### src/rtl/rdeye_pkg.sv
package rdeye_pkg;

  typedef enum logic [2:0] {
    PH_IDLE,
    PH_CHECK,
    PH_LEFT,
    PH_RIGHT,
    PH_CONFIRM,
    PH_DONE,
    PH_FAIL
  } lane_ph_t;

  typedef enum logic [2:0] {
    SQ_IDLE,
    SQ_WRITE,
    SQ_SETTLE,
    SQ_READ,
    SQ_WAIT,
    SQ_CHECK
  } seq_st_t;

  localparam logic [3:0] STAT_INIT_MISS = 4'b0000;
  localparam logic [3:0] STAT_CONF_MISS = 4'b0101;

endpackage

### src/rtl/rdeye_lane.sv
module rdeye_lane
  import rdeye_pkg::*;
#(
  parameter int          CW        = 9,
  parameter int          DW        = 8,
  parameter int          INIT_CODE = 256,
  parameter logic [DW-1:0] PATTERN = 8'hA5
) (
  input  logic          clk,
  input  logic          rst_n,
  input  logic          clr,
  input  logic          eval,
  input  logic [DW-1:0] rd_byte,
  output logic [CW-1:0] dqs_code,
  output logic [CW-1:0] dqsn_code,
  output logic          err,
  output logic          warn,
  output logic [3:0]    stat,
  output logic          fin
);

  localparam logic [CW-1:0] MAXC  = {CW{1'b1}};
  localparam logic [CW-1:0] INITC = CW'(INIT_CODE);

  lane_ph_t      ph_q, ph_d;
  logic [CW-1:0] code_q, code_d, coden_q, left_q, left_d;
  logic          err_q, err_d, warn_q, warn_d;
  logic [3:0]    stat_q, stat_d;
  logic          pass, active, code_en;
  logic [CW-1:0] rgt_edge;
  logic [CW:0]   sum;
  logic [CW-1:0] mid;

  assign pass     = (rd_byte == PATTERN);
  assign active   = (ph_q != PH_IDLE) && (ph_q != PH_DONE) && (ph_q != PH_FAIL);
  assign rgt_edge = pass ? MAXC : (code_q - 1'b1);
  assign sum      = {1'b0, left_q} + {1'b0, rgt_edge};
  assign mid      = sum[CW:1];

  always_comb begin
    ph_d   = ph_q;
    code_d = code_q;
    left_d = left_q;
    err_d  = err_q;
    warn_d = warn_q;
    stat_d = stat_q;
    if (clr) begin
      ph_d   = PH_CHECK;
      code_d = INITC;
      left_d = INITC;
      err_d  = 1'b0;
      warn_d = 1'b0;
      stat_d = 4'd0;
    end else if (eval && active) begin
      unique case (ph_q)
        PH_CHECK: begin
          if (pass) begin
            ph_d   = PH_LEFT;
            code_d = INITC - 1'b1;
          end else begin
            ph_d   = PH_FAIL;
            err_d  = 1'b1;
            stat_d = STAT_INIT_MISS;
          end
        end
        PH_LEFT: begin
          if (pass && code_q == '0) begin
            left_d = '0;
            warn_d = 1'b1;
            ph_d   = PH_RIGHT;
            code_d = INITC + 1'b1;
          end else if (pass) begin
            code_d = code_q - 1'b1;
          end else begin
            left_d = code_q + 1'b1;
            ph_d   = PH_RIGHT;
            code_d = INITC + 1'b1;
          end
        end
        PH_RIGHT: begin
          if (pass && code_q != MAXC) begin
            code_d = code_q + 1'b1;
          end else begin
            if (pass) warn_d = 1'b1;
            code_d = mid;
            ph_d   = PH_CONFIRM;
          end
        end
        PH_CONFIRM: begin
          if (pass) begin
            ph_d = PH_DONE;
          end else begin
            ph_d   = PH_FAIL;
            err_d  = 1'b1;
            stat_d = STAT_CONF_MISS;
          end
        end
        default: ph_d = ph_q;
      endcase
    end
  end

  assign code_en = clr | (eval & active);

  always_ff @(posedge clk or negedge rst_n) begin
    if (!rst_n) begin
      ph_q    <= PH_IDLE;
      code_q  <= INITC;
      coden_q <= INITC;
      left_q  <= INITC;
      err_q   <= 1'b0;
      warn_q  <= 1'b0;
      stat_q  <= 4'd0;
    end else if (code_en) begin
      ph_q    <= ph_d;
      code_q  <= code_d;
      coden_q <= code_d;
      left_q  <= left_d;
      err_q   <= err_d;
      warn_q  <= warn_d;
      stat_q  <= stat_d;
    end
  end

  assign dqs_code  = code_q;
  assign dqsn_code = coden_q;
  assign err       = err_q;
  assign warn      = warn_q;
  assign stat      = stat_q;
  assign fin       = (ph_q == PH_DONE) || (ph_q == PH_FAIL);

  // a failed lane freezes its delay and stage code until a new run
  assert_err_hold_R4: assert property (@(posedge clk) disable iff (!rst_n)
    (err_q && !clr) |=> ($stable(code_q) && $stable(stat_q) && err_q));

  // only the two defined stage codes accompany an error
  assert_stat_code_R7: assert property (@(posedge clk) disable iff (!rst_n)
    err_q |-> (stat_q == STAT_INIT_MISS || stat_q == STAT_CONF_MISS));

  // both strobe delay registers carry the same code
  assert_both_codes_R5: assert property (@(posedge clk) disable iff (!rst_n)
    code_q == coden_q);

endmodule

### src/rtl/rdeye_seq.sv
module rdeye_seq
  import rdeye_pkg::*;
#(
  parameter int LANES  = 9,
  parameter int SETTLE = 4
) (
  input  logic             clk,
  input  logic             rst_n,
  input  logic             start,
  input  logic             rd_valid,
  input  logic [LANES-1:0] lane_fin,
  output logic             cmd_valid,
  output logic             cmd_write,
  output logic             lane_clr,
  output logic             lane_eval,
  output logic             done
);

  localparam int SW = $clog2(SETTLE + 1);
  localparam logic [SW-1:0] SLAST = SW'(SETTLE - 1);

  seq_st_t       st_q, st_d;
  logic [SW-1:0] cnt_q, cnt_d;
  logic          cnt_en, done_q, done_d, done_en, busy;

  assign busy = (st_q != SQ_IDLE);

  always_comb begin
    st_d      = st_q;
    cnt_d     = cnt_q;
    cnt_en    = 1'b0;
    cmd_valid = 1'b0;
    cmd_write = 1'b0;
    lane_clr  = 1'b0;
    lane_eval = 1'b0;
    done_d    = done_q;
    done_en   = 1'b0;
    unique case (st_q)
      SQ_IDLE: begin
        if (start) begin
          st_d     = SQ_WRITE;
          lane_clr = 1'b1;
          done_d   = 1'b0;
          done_en  = 1'b1;
        end
      end
      SQ_WRITE: begin
        cmd_valid = 1'b1;
        cmd_write = 1'b1;
        st_d      = SQ_SETTLE;
        cnt_d     = '0;
        cnt_en    = 1'b1;
      end
      SQ_SETTLE: begin
        if (cnt_q == SLAST) begin
          st_d = SQ_READ;
        end else begin
          cnt_d  = cnt_q + 1'b1;
          cnt_en = 1'b1;
        end
      end
      SQ_READ: begin
        cmd_valid = 1'b1;
        st_d      = SQ_WAIT;
      end
      SQ_WAIT: begin
        if (rd_valid) begin
          lane_eval = 1'b1;
          st_d      = SQ_CHECK;
        end
      end
      SQ_CHECK: begin
        if (&lane_fin) begin
          st_d    = SQ_IDLE;
          done_d  = 1'b1;
          done_en = 1'b1;
        end else begin
          st_d   = SQ_SETTLE;
          cnt_d  = '0;
          cnt_en = 1'b1;
        end
      end
      default: st_d = SQ_IDLE;
    endcase
  end

  always_ff @(posedge clk or negedge rst_n) begin
    if (!rst_n) st_q <= SQ_IDLE;
    else        st_q <= st_d;
  end

  always_ff @(posedge clk or negedge rst_n) begin
    if (!rst_n)      cnt_q <= '0;
    else if (cnt_en) cnt_q <= cnt_d;
  end

  always_ff @(posedge clk or negedge rst_n) begin
    if (!rst_n)       done_q <= 1'b0;
    else if (done_en) done_q <= done_d;
  end

  assign done = done_q;

  // each command lasts a single cycle
  assert_cmd_single_R11: assert property (@(posedge clk) disable iff (!rst_n)
    cmd_valid |=> !cmd_valid);

  // a start during a run never leads to a write command
  assert_start_ignored_R3: assert property (@(posedge clk) disable iff (!rst_n)
    (busy && start) |=> !(cmd_valid && cmd_write));

  // completion only once every lane has finished
  assert_done_all_R9: assert property (@(posedge clk) disable iff (!rst_n)
    $rose(done) |-> (&lane_fin));

endmodule

### src/rtl/rdeye_train.sv
module rdeye_train
  import rdeye_pkg::*;
#(
  parameter int            LANES     = 9,
  parameter int            CW        = 9,
  parameter int            DW        = 8,
  parameter int            SETTLE    = 4,
  parameter int            INIT_CODE = 256,
  parameter logic [DW-1:0] PATTERN   = 8'hA5
) (
  input  logic                clk,
  input  logic                rst_n,
  input  logic                start,
  output logic                cmd_valid,
  output logic                cmd_write,
  output logic [LANES*DW-1:0] wr_data,
  input  logic                rd_valid,
  input  logic [LANES*DW-1:0] rd_data,
  output logic [LANES*CW-1:0] dqs_dly,
  output logic [LANES*CW-1:0] dqsn_dly,
  output logic [LANES-1:0]    lane_err,
  output logic [LANES-1:0]    lane_warn,
  output logic [LANES*4-1:0]  lane_stat,
  output logic                train_done,
  output logic                train_err
);

  logic             lane_clr, lane_eval;
  logic [LANES-1:0] lane_fin;

  rdeye_seq #(.LANES(LANES), .SETTLE(SETTLE)) seq_i (
    .clk       (clk),
    .rst_n     (rst_n),
    .start     (start),
    .rd_valid  (rd_valid),
    .lane_fin  (lane_fin),
    .cmd_valid (cmd_valid),
    .cmd_write (cmd_write),
    .lane_clr  (lane_clr),
    .lane_eval (lane_eval),
    .done      (train_done)
  );

  for (genvar g = 0; g < LANES; g++) begin : g_lane
    rdeye_lane #(
      .CW(CW), .DW(DW), .INIT_CODE(INIT_CODE), .PATTERN(PATTERN)
    ) lane_i (
      .clk       (clk),
      .rst_n     (rst_n),
      .clr       (lane_clr),
      .eval      (lane_eval),
      .rd_byte   (rd_data[g*DW +: DW]),
      .dqs_code  (dqs_dly[g*CW +: CW]),
      .dqsn_code (dqsn_dly[g*CW +: CW]),
      .err       (lane_err[g]),
      .warn      (lane_warn[g]),
      .stat      (lane_stat[g*4 +: 4]),
      .fin       (lane_fin[g])
    );
    assign wr_data[g*DW +: DW] = PATTERN;
  end

  assign train_err = |lane_err;

endmodule

### config.mk
export PLATFORM = sky130hd
export DESIGN_NAME = rdeye_train
export DESIGN_NICKNAME = d
export VERILOG_FILES = /design/src/rtl/rdeye_pkg.sv /design/src/rtl/rdeye_lane.sv /design/src/rtl/rdeye_seq.sv /design/src/rtl/rdeye_train.sv
export SDC_FILE = /design/constraint.sdc
export NUM_CORES = 1
export LEC_CHECK = 0
export ABC_AREA = 1
export BUFFER_PORTS_ARGS = -buffer_cell sky130_fd_sc_hd__buf_2
export CORE_MARGIN = 2
export CORE_UTILIZATION = 58
export CTS_BUF_LIST = sky130_fd_sc_hd__clkbuf_4 sky130_fd_sc_hd__clkbuf_8
export DETAILED_ROUTE_END_ITERATION = 16
export PLACE_DENSITY_LB_ADDON = 0.15
export SKIP_CTS_REPAIR_TIMING = 1
export SLEW_MARGIN = 20
export SYNTH_ARGS = -nofsm -noshare
export SYNTH_HDL_FRONTEND = slang
export SYNTH_SLANG_ARGS = --single-unit
export TNS_END_PERCENT = 5
### constraint.sdc
create_clock -name clk -period 2.7 [get_ports clk]
set_input_delay 0.54 -clock clk [delete_from_list [all_inputs] [get_ports clk]]
set_output_delay 0.54 -clock clk [all_outputs]
set_load 0.005 [all_outputs]
==> summary.md, run 1 <==
| Metric | Value |
|---|---|
| Result of the run | completed |
| Gate count of the mapped netlist | 3059 |
| H-tree depth | 2 |
| CP endpoint kind | flop |
| Setup violators final | 0 |
| Die area | 0.0373 mm² |
| Number of CTS-inserted buffers | 45 |
| Highest ir drop seen on vdd | 0.000869 V |
| Power density of the placed cells | around 1400 mW/mm² |
| Gr usage total | about a third |
| Count of final hold-check violations | 0 |
| Post-DR wirelength/cell | 15.5 µm |
| Die H | 193 µm |
| FP Rows | 69 |
| Adder-cell share of the synthesized area | 8.04% |
| Starting density of the core | between 50% and 60% |
| Class of the worst hold path | in2reg |
| Pin count of the biggest net entering global routing | 62 |
| Area share of xor/xnor cells in the synthesized design | under 10% |
| Number of different library cells in the post-synthesis netlist | 61 |
| Crit Path Class | reg2reg |
| Critical Path Fanout Max | 4 |
| CORE AREA | roughly 0.035 mm² |
| Most instantiated flip-flop cell in the synthesis netlist | sky130_fd_sc_hd__dfrtp_1 |
| Max-cap viol count | 0 |
| Total wire length | 59.6 mm |
| Area share of the leading cell type in the synthesized netlist | 24.7% |
| Setup repair after global routing missed its margin | yes |
| Cell taking the most area after synthesis | sky130_fd_sc_hd__dfrtp_1 |
| HPWL after DPL | 45.8 mm |
| Clock tree from TritonCTS | built |
| CP Data Required Time | 3210 ps |
| Mux contribution to synthesized area | 0.108% |
| Die span in x | 193 µm |
| Deepest clock path buffer count | 3 |
| Min cycle time layout | 2670 ps |
| Arrival @ worst endpoint | 3180 ps |
| Source-to-sink clock delay at the later pin of the worst-skew pair | roughly 620 ps |
| Synthesis-stage register bit count | 223 |
| Hold slack | around 330 ps |
| Worst max-slew margin expressed relative to the limit | around 65% |
| Total number of vias | between 20000 and 25000 |
| Post-synthesis compound-gate area fraction | 14.7% |
| Cell family with most CP delay | simple AND/OR/NAND/NOR gates |
| Simple-gate share of the synthesized area | 28.9% |
| Sum of overflow across all layers after global routing | 0 |
| Critical-path top delay cell | sky130_fd_sc_hd__dfrtp_1 |
| Max frequency | 375 MHz |
| Number of pins with negative max-slew slack in the final report | 0 |
| Post-synth EDFFs | 0 |
| Warnings from Yosys | 0 |
| Critical path, cell by cell | nor2_2 -> nand3_2 -> buf_4 -> xor2_1 -> or2_2 -> ha_1 -> a21o_1 -> a31oi_2 -> nand2_1 -> o21ai_1 -> o21ai_1 -> nand2_1 -> nand2_1 -> o21ai_0 |
| Dpl cells | 3753 |
| Via count of the first global-routing pass | 19400 |
| Kind of launch point of the worst setup path | flop |
| Global-route wire length before repair | 95.3 mm |
| Clk sink count | 223 |
| Number of vias per cell after detailed routing | 5.40 |
| Leading post-synthesis cells by instance count | sky130_fd_sc_hd__nand2_1, sky130_fd_sc_hd__inv_1, sky130_fd_sc_hd__nor2_1 |
| DRC | 0 |
| Layout overhead on the synthesized area | 13.9% |
| Number of cells in the finished layout apart from fillers | roughly 3800 |
| Sequential element share of the synthesized area | a little over a quarter |
| CP dominant cell by count | sky130_fd_sc_hd__nand2_1 |
| Final net count | 3546 |
| Port Buffers | ~280 |
| Count of buffering cells on the critical path with inverters included | 1 |
| Initial antenna violation count | 0 |
| Initial DRC count | 1564 |
| Clk slew on worst S/H paths | 60 ps |
| Number of top-level pins | between 300 and 400 |
| Largest cells by area after synthesis | sky130_fd_sc_hd__dfrtp_1, sky130_fd_sc_hd__nand2_1, sky130_fd_sc_hd__buf_4 |
| Most frequent cell after synthesis | sky130_fd_sc_hd__nand2_1 |
| Last weighted congestion value of the routability-driven placer | between 0.9 and 1 |
| Ratio of cells with drive above 1 in the final layout | 20.4% |
| Worst slew pin tran | 527 ps |
| Overall power | between 0.03 and 0.04 W |
| Dominant combinational cell family by area after synthesis | simple AND/OR/NAND/NOR gates |
| Leakage power | 13.0 nW |
| Synth async-reset ratio | 100% |
| Final cell utilization of the core | 66.8% |
| Avg Synthesized Cell Area | around 6.8 µm² |
| Fraction of the cycle the final worst path needs | 98.8% |
| Slowest Stage Delay on Critical Path | 420 ps |
| Post-detailed-route count of antenna-violating nets | 0 |
| First-pass iteration count of the detailed router | 6 |
| Setup Skew | ~23 ps |
| Clk Tree Root Cell | sky130_fd_sc_hd__clkbuf_8 |
| Mapped Area | 0.0208 mm² |
| Count of antenna diodes in the layout | 0 |
[layout make-up]
class | count | area (µm²)
well taps | 461 | 577
inverters | 399 | 1500
multi-input cells | 2265 | 12400
fillers | 3293 | 11800
repair buffers | 408 | 2460
clock inverters | 15 | 178
clock buffers | 69 | 881
flip-flops and latches | 223 | 5610
[placed cells by master (no fill, tap or decap), types with 7 or more instances in the layout]
cell / count
sky130_fd_sc_hd__o21ai_0: 151
sky130_fd_sc_hd__nand2_2: 9
sky130_fd_sc_hd__buf_4: 123
sky130_fd_sc_hd__a21o_1: 17
sky130_fd_sc_hd__nand2_1: 766
sky130_fd_sc_hd__a31oi_1: 16
sky130_fd_sc_hd__nand3_2: 10
sky130_fd_sc_hd__a21oi_2: 7
sky130_fd_sc_hd__a21oi_1: 174
sky130_fd_sc_hd__nor2_2: 28
sky130_fd_sc_hd__inv_1: 361
sky130_fd_sc_hd__ha_1: 102
sky130_fd_sc_hd__o22ai_1: 17
sky130_fd_sc_hd__ha_2: 9
sky130_fd_sc_hd__o211ai_1: 20
sky130_fd_sc_hd__nor2_1: 249
sky130_fd_sc_hd__nand3b_1: 14
sky130_fd_sc_hd__or2_2: 32
sky130_fd_sc_hd__ha_4: 8
sky130_fd_sc_hd__fa_1: 9
sky130_fd_sc_hd__nor3_2: 15
sky130_fd_sc_hd__nor3_1: 37
sky130_fd_sc_hd__clkinv_2: 10
sky130_fd_sc_hd__conb_1: 90
sky130_fd_sc_hd__nand3_1: 198
sky130_fd_sc_hd__buf_2: 276
sky130_fd_sc_hd__o21ai_1: 23
sky130_fd_sc_hd__xnor2_1: 27
sky130_fd_sc_hd__dfstp_2: 18
sky130_fd_sc_hd__xor2_1: 95
sky130_fd_sc_hd__clkbuf_8: 58
sky130_fd_sc_hd__clkbuf_4: 11
sky130_fd_sc_hd__o31ai_1: 50
sky130_fd_sc_hd__inv_2: 31
sky130_fd_sc_hd__nand4_1: 24
sky130_fd_sc_hd__dfrtp_1: 200
sky130_fd_sc_hd__o21bai_1: 7
[per-layer routing]
| metal | wire length, µm | global-route usage [%] |
|---|---|---|
| met5 | 0 | 0 |
| met4 | 1810 | 10.8 |
| met1 | 26800 | 43.3 |
| met3 | 3770 | 4.40 |
| met2 | 27200 | 50.5 |
[flip-flops by register name (all words and copies together) (netlist names), 3 cells and up]
signal                  flops
g_lane.lane_i.err           9
g_lane.lane_i.ph_q         27
g_lane.lane_i.dqs_code     81
seq_i.cnt_q                 3
g_lane.lane_i.warn          9
g_lane.lane_i.stat          9
seq_i.st_q                  3
g_lane.lane_i.left_q       81
[cells by family (layout without fill, tap and decap cells)]
logic type	after synthesis	in the layout
fa+ha+maj	128	128
flops	223	223
compound gates	522	522
other cells	2	90
buf+inv	659	891
xor+xnor	122	122
mux	2	2
simple gates	1401	1401
[metrics by stage]
step	setup TNS [ps]	setup WS [ps]	cell area, µm²
2_1_floorplan	-7.06	-7.06	21100
3_3_place_gp	0	2.51	22300
3_5_place_dp	-155	-57.2	22300
4_1_cts	-137	-91.6	23300
5_1_grt	-1070	-144	23600
6_report	0	31.6	23600
[power breakdown]
group	switching [W]	internal [W]
sequential	0.00184	0.00500
clock	0.00165	0.00247
combinational	0.0135	0.00885
total	0.0170	0.0163
[worst reg2reg max path, stage by stage (launching register included)]
cell	delay [ps]
sky130_fd_sc_hd__dfrtp_1	420
sky130_fd_sc_hd__nor2_2	150
sky130_fd_sc_hd__nand3_2	110
sky130_fd_sc_hd__buf_4	140
sky130_fd_sc_hd__xor2_1	160
sky130_fd_sc_hd__or2_2	310
sky130_fd_sc_hd__ha_1	320
sky130_fd_sc_hd__a21o_1	220
sky130_fd_sc_hd__a31oi_2	170
sky130_fd_sc_hd__nand2_1	100
sky130_fd_sc_hd__o21ai_1	200
sky130_fd_sc_hd__o21ai_1	100
sky130_fd_sc_hd__nand2_1	70
sky130_fd_sc_hd__nand2_1	40
sky130_fd_sc_hd__o21ai_0	70
[final timing paths]
path / from / to / slack (ps) / depth (start not counted)
worst min-delay path: rd_valid / seq_i.st_q[0] / 330 / 3
worst max register to register: g_lane[3].lane_i.dqs_code[1] / g_lane[3].lane_i.dqs_code[7] / 30 / 14
max in group asynchronous: rst_n / g_lane[7].lane_i.dqs_code[8] / 1500 / 3
min in group asynchronous: rst_n / g_lane[5].lane_i.left_q[2] / 450 / 2
worst max-delay path: g_lane[3].lane_i.dqs_code[1] / g_lane[3].lane_i.dqs_code[7] / 30 / 14
worst min register to register: g_lane[8].lane_i.left_q[8] / g_lane[8].lane_i.left_q[8] / 470 / 2
No activity file was read; power rests on OpenSTA's default activity.
==> inputs of run 2 (changes only) <==
- CORE_MARGIN: 2 -> 4
==> run 2 against run 1 <==
Non-clock buffer count is 5 lower; cell count decreased by 0.26%; via count is 0.74% higher; setup slack worse by 4.5 ps; critical path type unchanged; global-route usage fell by 2.3 points; first-iteration DRC count increased by 9.4%; sequential power barely moved; maximum frequency fell by 0.17%; highest routed layer is now met5.
==> summary.md, run 2 (synthesized netlist as in run 1, its figures left out) <==
| Metric | Value |
|---|---|
| Result of the run | completed (unchanged) |
| Clock tree from TritonCTS | built (unchanged) |
| Critical path, cell by cell | inv_1 -> ha_2 -> nand3_2 -> nor2_1 -> xor2_1 -> or2_2 -> ha_1 -> a21o_1 -> a31oi_1 -> nand3_1 -> a21oi_1 -> nor2_1 (was nor2_2 -> nand3_2 -> buf_4 -> xor2_1 -> or2_2 -> ha_1 -> a21o_1 -> a31oi_2 -> nand2_1 -> o21ai_1 -> o21ai_1 -> nand2_1 -> nand2_1 -> o21ai_0) |
| Post-DR wirelength/cell | 15.5 µm (about the same) |
| Setup WS post-layout | 27.1 ps (was 31.6 ps) |
| Critical-path top delay cell | sky130_fd_sc_hd__dfrtp_1 (unchanged) |
| CP dominant cell by count | sky130_fd_sc_hd__nor2_1 (was sky130_fd_sc_hd__nand2_1) |
| Worst slew pin tran | 600 ps (was 527 ps) |
| FP Rows | 69 (unchanged) |
| Via count of the first global-routing pass | 19600 (was 19400) |
| Port Buffers | 277 (unchanged) |
| Class of the worst hold path | in2reg (unchanged) |
| First-pass iteration count of the detailed router | 7 (was 6) |
| Kind of launch point of the worst setup path | flop (unchanged) |
| Sum of overflow across all layers after global routing | 0 (unchanged) |
| Critical Path Fanout Max | 5 (was 4) |
| Die H | 197 µm (was 193 µm) |
| Setup Skew | 26.6 ps (was 23.2 ps) |
| Number of pins with negative max-slew slack in the final report | 0 (unchanged) |
| Die span in x | 197 µm (was 193 µm) |
| Number of top-level pins | 368 (unchanged) |
| Cell family with most CP delay | simple AND/OR/NAND/NOR gates (unchanged) |
| Leakage power | 12.9 nW (was 13.0 nW) |
| Clk slew on worst S/H paths | 60 ps (about the same) |
| Clk Tree Root Cell | sky130_fd_sc_hd__clkbuf_8 (unchanged) |
| Dpl cells | 3746 (was 3753) |
| Setup violators final | 0 (unchanged) |
| Ratio of cells with drive above 1 in the final layout | 20.8% (was 20.4%) |
| Highest ir drop seen on vdd | 0.000717 V (was 0.000869 V) |
| Hold slack | 347 ps (was 327 ps) |
| Starting density of the core | 58.7% (unchanged) |
| Worst max-slew margin expressed relative to the limit | 60.0% (was 64.8%) |
| CP Data Required Time | 3240 ps (was 3210 ps) |
| Setup repair after global routing missed its margin | yes (unchanged) |
| Initial antenna violation count | 2 (was 0) |
| Post-Place Worst Slack | -41.5 ps (was -57.2 ps) |
| Total wire length | 59.2 mm (was 59.6 mm) |
| Source-to-sink clock delay at the later pin of the worst-skew pair | 600 ps (was 620 ps) |
| Last weighted congestion value of the routability-driven placer | 0.975 (was 0.974) |
| Count of final hold-check violations | 0 (unchanged) |
| CORE AREA | 0.0354 mm² (unchanged) |
| Total number of vias | 20900 (was 20700) |
| Initial DRC count | 1711 (was 1564) |
| Crit Path Class | reg2reg (unchanged) |
| Flop2flop setup slack | 30 ps (about the same) |
| Pin count of the biggest net entering global routing | 71 (was 62) |
| Overall power | 0.0330 W (was 0.0333 W) |
| Final cell utilization of the core | 66.7% (was 66.8%) |
| DRC | 0 (unchanged) |
| Most frequent cells in the layout | sky130_fd_sc_hd__nand2_1, sky130_fd_sc_hd__inv_1, sky130_fd_sc_hd__buf_2 (unchanged) |
| Arrival @ worst endpoint | 3210 ps (was 3180 ps) |
| Clk sink count | 223 (unchanged) |
| CP endpoint kind | flop (unchanged) |
| Min cycle time layout | 2670 ps (about the same) |
| Slowest Stage Delay on Critical Path | 430 ps (was 420 ps) |
| Global-route wire length before repair | 95.2 mm (was 95.3 mm) |
| HPWL after DPL | 45.6 mm (was 45.8 mm) |
| Power density of the placed cells | 1400 mW/mm² (was 1410 mW/mm²) |
| Number of vias per cell after detailed routing | 5.45 (was 5.40) |
| Gr usage total | 29.0% (was 31.4%) |
| Post-detailed-route count of antenna-violating nets | 0 (unchanged) |
| Count of buffering cells on the critical path with inverters included | 1 (unchanged) |
| Die area | 0.0389 mm² (was 0.0373 mm²) |
| Max frequency | 374 MHz (was 375 MHz) |
| Final net count | 3539 (was 3546) |
| Deepest clock path buffer count | 3 (unchanged) |
| Number of cells in the finished layout apart from fillers | 3830 (was 3840) |
| Max-cap viol count | 0 (unchanged) |
| H-tree depth | 2 (unchanged) |
| Count of antenna diodes in the layout | 0 (unchanged) |
| Number of CTS-inserted buffers | 43 (was 45) |
| Layout overhead on the synthesized area | 13.8% (was 13.9%) |
| Commonest non-fill, non-tap cell in the layout | sky130_fd_sc_hd__nand2_1 (unchanged) |
| Fraction of the cycle the final worst path needs | 99.0% (was 98.8%) |
==> run 2: changes by cell type in the layout (fill, tap and decap cells not counted), moves of 4 or more <==
cell / previous run / this run
sky130_fd_sc_hd__ha_1: 102 / 95
sky130_fd_sc_hd__ha_4: 8 / 14
sky130_fd_sc_hd__a21oi_1: 174 / 169
sky130_fd_sc_hd__a21oi_2: 7 / 12
sky130_fd_sc_hd__buf_4: 123 / 119
sky130_fd_sc_hd__inv_2: 31 / 35
==> run 2: per-stage QoR <==
stage               area (µm²)  setup TNS, ps
floorplan                21100          -7.06
global placement         22200              0
detailed placement       22200           -114
CTS                      23200          -73.7
global route             23600          -1520
finish                   23600              0
==> run 2: final cells by class <==
type                       count  area (µm²)
sequential                   223        5610
inverter                     399        1500
clock buffer                  70         882
clock inverter                 9        70.1
multi-input combinational   2265       12600
tap                          461         577
timing repair buffer         403        2420
fill                        3195       11800
==> run 2: metal layers <==
metal	share of wire [%]	wire, µm	global-route usage [%]
met5	0.035	21	0
met4	2.5	1470	8.78
met3	7.6	4510	4.71
met2	47	27800	47.6
met1	43	25400	39.8
==> run 2: worst paths after layout <==
path	start	end	depth (start not counted)
setup reg to reg	g_lane[2].lane_i.dqs_code[1]	g_lane[2].lane_i.dqs_code[8]	12
hold / removal	rd_valid	seq_i.st_q[0]	3
min in group asynchronous	rst_n	g_lane[8].lane_i.left_q[3]	2
setup / recovery	g_lane[2].lane_i.dqs_code[1]	g_lane[2].lane_i.dqs_code[8]	12
hold reg to reg	g_lane[8].lane_i.left_q[8]	g_lane[8].lane_i.left_q[8]	2
max in group asynchronous	rst_n	g_lane[2].lane_i.left_q[8]	3
==> run 2: report_power, final <==
group	switching, W	total (W)	internal, W
Combinational	0.0136	0.0225	0.00894
Clock	0.00156	0.00372	0.00216
Sequential	0.00183	0.00682	0.00500
Total	0.0169	0.0330	0.0161
==> run 2: worst register-to-register path: cells and delay by family (launching register included) <==
family	cells	cell delay [ps]
compound gates	3	540
xor+xnor	1	120
fa+ha+maj	2	570
buf+inv	1	100
flops	1	430
simple gates	5	850
==> inputs of run 3 (changes only) <==
- CELL_PAD_IN_SITES_DETAIL_PLACEMENT: not set -> 1
- CELL_PAD_IN_SITES_GLOBAL_PLACEMENT: not set -> 2
- CORE_UTILIZATION: 58 -> 32
==> run 3 against run 2 <==
Sequential power rose by 1%; cell count grew 13%; global-route usage decreased by 7.8 points; first-iteration DRC count is 46% lower; clock power rose by 12%; register-to-register slack gained 40 ps; critical path type unchanged.
==> summary.md, run 3 (synthesized netlist as in run 1, its figures left out) <==
| Metric | Value |
|---|---|
| Die span in x | 263 µm (was 197 µm) |
| CP dominant cell by count | sky130_fd_sc_hd__nand2_1 (was sky130_fd_sc_hd__nor2_1) |
| Critical-path top delay cell | sky130_fd_sc_hd__dfrtp_1 (unchanged) |
| Source-to-sink clock delay at the later pin of the worst-skew pair | 640 ps (was 600 ps) |
| Total wire length | 75.4 mm (was 59.2 mm) |
| H-tree depth | 2 (unchanged) |
| FP Rows | 93 (was 69) |
| Layout overhead on the synthesized area | 20.4% (was 13.8%) |
| Clk Tree Root Cell | sky130_fd_sc_hd__clkbuf_8 (unchanged) |
| Critical Path Fanout Max | 4 (was 5) |
| Last weighted congestion value of the routability-driven placer | 0.862 (was 0.975) |
| Number of vias per cell after detailed routing | 4.86 (was 5.45) |
| Critical path, cell by cell | inv_1 -> buf_4 -> nand3_1 -> nor3_1 -> xor2_1 -> or2_2 -> ha_1 -> a21oi_1 -> nand3_1 -> xor2_1 -> o21ai_0 -> nand2_1 -> nand2_1 -> nand2_1 (was inv_1 -> ha_2 -> nand3_2 -> nor2_1 -> xor2_1 -> or2_2 -> ha_1 -> a21o_1 -> a31oi_1 -> nand3_1 -> a21oi_1 -> nor2_1) |
| Worst max-slew margin expressed relative to the limit | 56.5% (was 60.0%) |
| Global-route wire length before repair | 122 mm (was 95.2 mm) |
| Highest ir drop seen on vdd | 0.000450 V (was 0.000717 V) |
| Clk sink count | 223 (unchanged) |
| Post-DP Area | 0.0235 mm² (was 0.0222 mm²) |
| Max-cap viol count | 0 (unchanged) |
| Starting density of the core | 32.3% (was 58.7%) |
| CP endpoint kind | flop (unchanged) |
| Commonest non-fill, non-tap cell in the layout | sky130_fd_sc_hd__nand2_1 (unchanged) |
| Class of the worst hold path | in2reg (unchanged) |
| Pin count of the biggest net entering global routing | 61 (was 71) |
| Number of CTS-inserted buffers | 50 (was 43) |
| Setup TNS | 0 ps (unchanged) |
| Deepest clock path buffer count | 3 (unchanged) |
| Port Buffers | 277 (unchanged) |
| Setup violators final | 0 (unchanged) |
| Result of the run | completed (unchanged) |
| Dpl cells | 4242 (was 3746) |
| Number of top-level pins | 368 (unchanged) |
| Number of pins with negative max-slew slack in the final report | 0 (unchanged) |
| Min cycle time layout | 2630 ps (was 2670 ps) |
| CP Data Required Time | 3230 ps (was 3240 ps) |
| Leakage power | 13.5 nW (was 12.9 nW) |
| Clock tree from TritonCTS | built (unchanged) |
| Max frequency | 381 MHz (was 374 MHz) |
| Gr usage total | 21.2% (was 29.0%) |
| Arrival @ worst endpoint | 3160 ps (was 3210 ps) |
| Via count of the first global-routing pass | 22800 (was 19600) |
| Sum of overflow across all layers after global routing | 0 (unchanged) |
| Setup Skew | 30.4 ps (was 26.6 ps) |
| Post-detailed-route count of antenna-violating nets | 0 (unchanged) |
| Most frequent cells in the layout | sky130_fd_sc_hd__nand2_1, sky130_fd_sc_hd__inv_1, sky130_fd_sc_hd__buf_2 (unchanged) |
| Fraction of the cycle the final worst path needs | 97.3% (was 99.0%) |
| Initial antenna violation count | 2 (unchanged) |
| Power density of the placed cells | 1410 mW/mm² (was 1400 mW/mm²) |
| Crit Path Class | reg2reg (unchanged) |
| Hold slack | 311 ps (was 347 ps) |
| Initial DRC count | 932 (was 1711) |
| Final net count | 3648 (was 3539) |
| Die H | 263 µm (was 197 µm) |
| CORE AREA | 0.0643 mm² (was 0.0354 mm²) |
| Kind of launch point of the worst setup path | flop (unchanged) |
| Number of cells in the finished layout apart from fillers | 4341 (was 3830) |
| Worst slew pin tran | 653 ps (was 600 ps) |
| DRC | 0 (unchanged) |
| HPWL after DPL | 60.2 mm (was 45.6 mm) |
| Total number of vias | 21100 (was 20900) |
| Count of final hold-check violations | 0 (unchanged) |
| Post-DR wirelength/cell | 17.4 µm (was 15.5 µm) |
| Ratio of cells with drive above 1 in the final layout | 23.6% (was 20.8%) |
| Summed area of non-filler cells in the final layout | 0.0250 mm² (was 0.0236 mm²) |
| Slowest Stage Delay on Critical Path | 370 ps (was 430 ps) |
| Clk slew on worst S/H paths | 60 ps (about the same) |
| Setup repair after global routing missed its margin | yes (unchanged) |
| Die area | 0.0690 mm² (was 0.0389 mm²) |
| First-pass iteration count of the detailed router | 5 (was 7) |
[run 3: metrics by stage]
step	util, %	power (W)	setup WS, ps
3_5_place_dp	36.5	0.0304	-139
3_3_place_gp	36.5	0.0298	-106
5_1_grt	38.8	0.0391	-217
6_report	38.8	0.0353	72.0
4_1_cts	38.1	0.0349	-120
2_1_floorplan	-	0.0222	-7.06
[run 3: power breakdown]
| part | total (W) | switching (W) | internal (W) | leakage (nW) |
|---|---|---|---|---|
| clock | 0.00418 | 0.00181 | 0.00237 | 0.575 |
| combinational | 0.0242 | 0.0144 | 0.00975 | 10.1 |
| sequential | 0.00690 | 0.00190 | 0.00499 | 2.75 |
| total | 0.0353 | 0.0182 | 0.0171 | 13.5 |
[run 3: worst paths after layout]
check | slack, ps | from | end | cells after the start
max in group asynchronous | 1380 | rst_n | g_lane[2].lane_i.dqs_code[8] | 3
min in group asynchronous | 470 | rst_n | g_lane[8].lane_i.left_q[4] | 2
max reg2reg | 70 | g_lane[2].lane_i.dqs_code[0] | g_lane[2].lane_i.dqs_code[7] | 14
min reg2reg | 470 | g_lane[1].lane_i.left_q[8] | g_lane[1].lane_i.left_q[8] | 2
max | 70 | g_lane[2].lane_i.dqs_code[0] | g_lane[2].lane_i.dqs_code[7] | 14
min | 310 | rd_valid | seq_i.st_q[0] | 3
[run 3: per-layer routing]
metal | track usage [%] | vias to the layer above | share of wire (%)
met5 | 0 | - | 0
met3 | 2.92 | 87 | 3.5
li1 | - | 10400 | -
met4 | 5.18 | 0 | 2.0
met1 | 28.3 | 10300 | 47
met2 | 36.4 | 340 | 47
[run 3: worst max-delay path, delay by kind of cell (launching register included)]
family	cells	cell delay, ps
adder cells (fa/ha/maj)	1	350
AO/OA/AOI/OAI	2	350
flip-flops	1	370
buffers and inverters	2	240
XOR/XNOR	2	260
AND/OR/NAND/NOR	7	950
[run 3: layout make-up]
cell class                      instances  area (µm²)
Clock buffer                           85        1030
Fill cell                            8359       39400
Tap cell                              855        1070
Timing Repair Buffer                  505        3190
Clock inverter                          7        37.5
Inverter                              399        1500
Sequential cell                       223        5610
Multi-Input combinational cell       2265       12600
Antenna cell                            2        5.00
